$ cat src/rtl/rr_pkg.sv
package rr_pkg;

    typedef enum logic [2:0] {
        ST_RETAIN,
        ST_IDLE,
        ST_STORE,
        ST_HDR_A,
        ST_HDR_B,
        ST_FETCH,
        ST_EMIT
    } rr_state_t;

endpackage

$ cat src/rtl/rr_wr_addr.sv
module rr_wr_addr #(
    parameter int ADDR_W = 21
) (
    input  logic              clk,
    input  logic              rst_n,
    input  logic              clear,
    input  logic              advance,
    output logic [ADDR_W-1:0] wr_ptr,
    output logic [ADDR_W-1:0] top,
    output logic              has_data,
    output logic              full,
    output logic              last
);
    localparam logic [ADDR_W-1:0] MAX_ADDR = '1;

    assign last = (wr_ptr == MAX_ADDR);

    always_ff @(posedge clk or negedge rst_n) begin
        if (!rst_n) begin
            wr_ptr   <= '0;
            top      <= '0;
            has_data <= 1'b0;
            full     <= 1'b0;
        end else if (clear) begin
            wr_ptr   <= '0;
            has_data <= 1'b0;
            full     <= 1'b0;
        end else if (advance) begin
            top      <= wr_ptr;
            has_data <= 1'b1;
            if (last) begin
                full <= 1'b1;
            end else begin
                wr_ptr <= wr_ptr + 1'b1;
            end
        end
    end
endmodule

$ cat src/rtl/rr_rd_addr.sv
module rr_rd_addr #(
    parameter int ADDR_W = 21
) (
    input  logic              clk,
    input  logic              rst_n,
    input  logic              clear,
    input  logic              step,
    input  logic [ADDR_W-1:0] top,
    output logic [ADDR_W-1:0] rd_ptr,
    output logic              at_top
);
    assign at_top = (rd_ptr == top);

    always_ff @(posedge clk or negedge rst_n) begin
        if (!rst_n) begin
            rd_ptr <= '0;
        end else if (clear) begin
            rd_ptr <= '0;
        end else if (step) begin
            rd_ptr <= rd_ptr + 1'b1;
        end
    end
endmodule

$ cat src/rtl/rr_fsm.sv
module rr_fsm
    import rr_pkg::*;
(
    input  logic      clk,
    input  logic      rst_n,
    input  logic      pwr_on,
    input  logic      store_cmd,
    input  logic      replay_cmd,
    input  logic      byte_valid,
    input  logic      has_data,
    input  logic      wr_last,
    input  logic      rd_at_top,
    output rr_state_t state,
    output logic      wr_go,
    output logic      wr_clear,
    output logic      rd_clear,
    output logic      rd_step
);
    rr_state_t nxt;
    logic      replay_go;

    assign replay_go = replay_cmd && has_data;

    always_ff @(posedge clk or negedge rst_n) begin
        if (!rst_n) begin
            state <= ST_RETAIN;
        end else begin
            state <= nxt;
        end
    end

    always_comb begin
        nxt      = state;
        wr_go    = 1'b0;
        wr_clear = 1'b0;
        rd_clear = 1'b0;
        rd_step  = 1'b0;
        unique case (state)
            ST_RETAIN: begin
                if (pwr_on) nxt = ST_IDLE;
            end
            ST_IDLE: begin
                if (replay_go) begin
                    nxt = ST_HDR_A;
                end else if (store_cmd) begin
                    nxt      = ST_STORE;
                    wr_clear = 1'b1;
                end
            end
            ST_STORE: begin
                if (replay_go) begin
                    nxt = ST_HDR_A;
                end else if (byte_valid) begin
                    wr_go = 1'b1;
                    if (wr_last) nxt = ST_HDR_A;
                end
            end
            ST_HDR_A: begin
                nxt      = ST_HDR_B;
                rd_clear = 1'b1;
            end
            ST_HDR_B: begin
                nxt = ST_FETCH;
            end
            ST_FETCH: begin
                nxt = ST_EMIT;
            end
            ST_EMIT: begin
                if (rd_at_top) begin
                    nxt = ST_HDR_A;
                end else begin
                    nxt     = ST_FETCH;
                    rd_step = 1'b1;
                end
            end
            default: nxt = ST_RETAIN;
        endcase

        if (store_cmd && (state == ST_HDR_A || state == ST_HDR_B ||
                          state == ST_FETCH || state == ST_EMIT)) begin
            nxt      = ST_STORE;
            wr_clear = 1'b1;
            rd_clear = 1'b0;
            rd_step  = 1'b0;
        end

        if (!pwr_on) begin
            nxt      = ST_RETAIN;
            wr_go    = 1'b0;
            wr_clear = 1'b0;
            rd_clear = 1'b0;
            rd_step  = 1'b0;
        end
    end
endmodule

$ cat src/rtl/rec_replay_ctrl.sv
module rec_replay_ctrl
    import rr_pkg::*;
#(
    parameter int                ADDR_W     = 21,
    parameter int                DATA_W     = 8,
    parameter logic [DATA_W-1:0] HDR_FIRST  = 8'hA5,
    parameter logic [DATA_W-1:0] HDR_SECOND = 8'h5A
) (
    input  logic              clk,
    input  logic              rst_n,
    input  logic              pwr_on,
    input  logic              store_cmd,
    input  logic              replay_cmd,
    input  logic              byte_valid,
    input  logic [DATA_W-1:0] wr_data,
    input  logic [DATA_W-1:0] mem_rdata,
    output logic [ADDR_W-1:0] mem_addr,
    output logic              mem_cs,
    output logic              mem_we,
    output logic              mem_oe,
    output logic [DATA_W-1:0] mem_wdata,
    output logic              tx_valid,
    output logic [DATA_W-1:0] tx_data,
    output logic              full
);
    rr_state_t         state;
    logic              wr_go, wr_clear, rd_clear, rd_step;
    logic              has_data, wr_last, rd_at_top;
    logic [ADDR_W-1:0] wr_ptr, top, rd_ptr;

    rr_fsm u_fsm (
        .clk        (clk),
        .rst_n      (rst_n),
        .pwr_on     (pwr_on),
        .store_cmd  (store_cmd),
        .replay_cmd (replay_cmd),
        .byte_valid (byte_valid),
        .has_data   (has_data),
        .wr_last    (wr_last),
        .rd_at_top  (rd_at_top),
        .state      (state),
        .wr_go      (wr_go),
        .wr_clear   (wr_clear),
        .rd_clear   (rd_clear),
        .rd_step    (rd_step)
    );

    rr_wr_addr #(.ADDR_W(ADDR_W)) u_wr (
        .clk      (clk),
        .rst_n    (rst_n),
        .clear    (wr_clear),
        .advance  (wr_go),
        .wr_ptr   (wr_ptr),
        .top      (top),
        .has_data (has_data),
        .full     (full),
        .last     (wr_last)
    );

    rr_rd_addr #(.ADDR_W(ADDR_W)) u_rd (
        .clk    (clk),
        .rst_n  (rst_n),
        .clear  (rd_clear),
        .step   (rd_step),
        .top    (top),
        .rd_ptr (rd_ptr),
        .at_top (rd_at_top)
    );

    always_comb begin
        mem_we    = wr_go;
        mem_oe    = (state == ST_FETCH);
        mem_cs    = mem_we || mem_oe;
        mem_addr  = (state == ST_FETCH) ? rd_ptr : wr_ptr;
        mem_wdata = wr_data;
        tx_valid  = 1'b0;
        tx_data   = '0;
        unique case (state)
            ST_HDR_A: begin
                tx_valid = 1'b1;
                tx_data  = HDR_FIRST;
            end
            ST_HDR_B: begin
                tx_valid = 1'b1;
                tx_data  = HDR_SECOND;
            end
            ST_EMIT: begin
                tx_valid = 1'b1;
                tx_data  = mem_rdata;
            end
            default: begin
                tx_valid = 1'b0;
                tx_data  = '0;
            end
        endcase
    end
endmodule

$ cat config.mk
export PLATFORM = sky130hd
export DESIGN_NAME = rec_replay_ctrl
export DESIGN_NICKNAME = d
export VERILOG_FILES = /design/src/rtl/rr_pkg.sv /design/src/rtl/rr_wr_addr.sv /design/src/rtl/rr_rd_addr.sv /design/src/rtl/rr_fsm.sv /design/src/rtl/rec_replay_ctrl.sv
export SDC_FILE = /design/constraint.sdc
export NUM_CORES = 1
export LEC_CHECK = 0
export BUFFER_PORTS_ARGS = -buffer_cell sky130_fd_sc_hd__buf_2
export CORE_UTILIZATION = 50
export CTS_CLUSTER_DIAMETER = 150
export DETAILED_ROUTE_END_ITERATION = 8
export PLACE_DENSITY = 0.72
export SYNTH_ARGS = -nofsm -noshare
export SYNTH_HDL_FRONTEND = slang
export SYNTH_SLANG_ARGS = --single-unit
$ cat constraint.sdc
create_clock -name clk -period 3.7 [get_ports clk]
set_input_delay 0.555 -clock clk [delete_from_list [all_inputs] [get_ports clk]]
set_output_delay 0.555 -clock clk [all_outputs]
set_load 0.005 [all_outputs]
==> key figures <==
Clocking
  • # H-tree levels: 3
  • Cts hold-fix bufs: 0
  • CTS tree: done
  • Clock sinks: 68
  • Post_cts resized: 0
  • CTS root buf: clkbuf_8
  • Clk buf depth: 2
  • Skew-Pair Late Insertion Delay: 0.35 ns
  • Postcts setup bufs: 0
  • Worst-path clk slew: 0.07 ns
  • TritonCTS buffer count: 9

Floorplanning
  • Initial Util: 51.7%
  • FP Rows: 32
  • Area of the die: 8360 sq um
  • Die Span X: 91.4 um
  • Core footprint: between 7000 and 8000 sq um
  • Die span in y: 91.4 um
  • I/O pin count: 64

Logic synthesis
  • Syn_nets: about 470
  • Synth Register Bits: 68
  • Top_reg_cell synth: dfrtp_1
  • FFs w/ async S/R, synth: between 90% and 100%
  • Register area share after synthesis: 42.6%
  • Distinct cells, synth: 49
  • YS warnings: 0
  • Synth area leaders: dfrtp_1 (43%), nand2_1 (8.6%), xor2_1 (6.6%)
  • Mapped Cells: 447
  • Average size of a mapped cell: 8.95 sq um
  • Synthesized area: approximately 4000 sq um
  • EDFF count, synth: 0
  • Cell taking the most area after synthesis: dfrtp_1
  • Yosys top cell area share: 42.6%

Cells and area
  • Filler cells: 680
  • Nets: about 500
  • Reg area: 1700 sq um
  • Share of cells above drive strength 1: ~22%
  • Area of the multi-input gates: 2110 sq um
  • Commonest non-fill, non-tap cell in the layout: nand2_1
  • Final instance area: around 4500 sq um
  • Ant. Diodes: 0
  • Area Overhead vs Synth: 12.7%
  • Most frequent cells in the layout: nand2_1 (92), dfrtp_1 (68), buf_2 (47)

Routing
  • Iteration-0 DRC Markers: 175
  • DR WL/cell: about 16 um
  • DRT Pass-1 Iters: 4
  • Vias per cell: 5.56
  • Final WL: 9.26 mm
  • Post-route ant nets: 0
  • # DRC: 0
  • Detailed-route via count: 3276

Placement
  • DP Area: 4260 sq um
  • Port bufs: 47
  • Final HPWL DP: 6.50 mm
  • GP Congestion: between 0.8 and 0.9

STA
  • Least-Margin Pin Slew: 0.855 ns
  • Setup_tns: 0 ns
  • Max-slew violations: 0
  • Final hold violation count: 0
  • Fin crit share: 73.9%
  • Final setup vio count: 0
  • RSZ-0062 raised after global routing: false
  • Final min period: 2.74 ns
  • Setup Skew: 0.00949 ns
  • Max Clk Rate: between 300 and 400 MHz
  • Relative slew slack: 43.0%

Global routing
  • First-pass GRT wire length: 15.5 mm
  • All-Layer GR Usage: 23.9%
  • Antenna violations before repair: 0
  • Vias in the first global route: 3161
  • Largest net degree at the start of global routing: ~70
  • Total gr overflow: 0

Run status
  • Outcome: complete, no violations

Critical path
  • Critical path launch point type: register
  • Worst R2R End: u_wr.wr_ptr[9]
  • Critical Path AT: 2.18 ns
  • Delay-heaviest family, CP: buffers and inverters
  • Worst Path Required: 3.14 ns
  • CP max stage cell: dfrtp_1
  • Crit. Startpoint: u_fsm.state[1]
  • Worst R2R Setup Slack: roughly 1.3 ns
  • Worst-path cell chain: inv_1 -> nand3_1 -> buf_4 -> mux2_2 -> buf_2
  • Worst path depth: 5
  • Cell count of the worst reg-to-reg path: 6
  • Worst reg2reg startpoint: u_fsm.state[1]
  • CP Capture Type: primary output
  • WS Path Type: register to primary output
  • Slowest stage delay, CP: ~0.56 ns
  • Max FO, Critical Path: 24
  • Bufs and invs on worst path: 3

Flow run
  • Max_cap viols: 0

Pwr
  • Worst vdd ir: 0.220 mV
  • Power Density: 422 nW/um^2
  • P_leak: about 2.3 nW

Hold path
  • Worst min-delay path category: input port to asynchronous set/reset pin
synth_stat cells, types with 4 or more instances:
| master | number |
|---|---|
| a21oi_1 | 18 |
| and3_1 | 6 |
| buf_2 | 4 |
| buf_4 | 11 |
| clkbuf_1 | 12 |
| dfrtp_1 | 68 |
| inv_1 | 10 |
| mux2_2 | 21 |
| mux2i_1 | 4 |
| nand2_1 | 92 |
| nand3_1 | 17 |
| nand4_1 | 13 |
| nor2_1 | 32 |
| nor3_1 | 9 |
| nor4_1 | 4 |
| o211ai_1 | 7 |
| o21a_1 | 5 |
| o21ai_0 | 20 |
| or3_1 | 11 |
| or4_1 | 4 |
| xnor2_1 | 9 |
| xor2_1 | 30 |
flip-flops by register name, indices dropped and copies added (netlist names):
| signal | flops |
|---|---|
| u_wr.has_data | 1 |
| u_fsm.state | 3 |
| u_wr.wr_ptr | 21 |
| u_wr.full | 1 |
| u_wr.top | 21 |
| u_rd.rd_ptr | 21 |
routing by layer:
metal	global-route usage, %	wire length (um)	vias up
li1	-	-	1604
met1	32.7	4250	1591
met2	37.4	4430	63
met3	4.36	382	18
met4	9.79	203	0
met5	0	0	-
kinds of logic after synthesis:
family | Yosys count | synth area share [%]
flip-flops | 68 | 42.6
multiplexers | 25 | 6.92
AND/OR/NAND/NOR | 214 | 27.1
buffers and inverters | 39 | 4.82
AO/OA/AOI/OAI | 60 | 9.45
XOR/XNOR | 39 | 8.54
adder cells (fa/ha/maj) | 2 | 0.626
worst max-delay path by stage:
stage	end	slack (ns)
floorplan	mem_addr[10]	1.67
global placement	u_wr.wr_ptr[8]	1.34
detailed placement	u_wr.wr_ptr[8]	1.27
CTS	mem_addr[13]	0.98
global route	mem_addr[13]	0.84
finish	mem_addr[13]	0.96
worst reg2reg max path, cell delays in order, from the launching register on:
cell     delay, ns
dfrtp_1       0.56
and2_1        0.26
nand4_4       0.40
a21oi_1       0.60
nand4_1       0.21
xor2_1        0.20
nor2_1        0.05
cell type report:
cell class                 count  share of cell area, %
clock buffer                  12                   3.44
inverter                      10                  0.833
multi-input combinational    340                   46.8
clock inverter                 4                   2.11
timing repair buffer          53                   6.22
tap                          102                   2.83
sequential                    68                   37.7
metrics by stage:
step	worst slack (ns)	utilization (%)	instances	hold WS [ns]	power (mW)
floorplan	1.67	-	447	0.259	1.06
global placement	1.34	55.1	573	0.479	1.14
detailed placement	1.27	55.1	573	0.484	1.15
CTS	0.977	58.3	589	0.428	1.91
global route	0.845	58.3	589	0.475	1.99
finish	0.965	58.3	589	0.380	1.90
power by group:
group / switching (mW) / internal [mW] / leakage, nW
registers: 0.0525 / 0.774 / 0.944
logic: 0.202 / 0.108 / 1.22
clock network: 0.282 / 0.484 / 0.127
(Power assumes the default switching activity.)
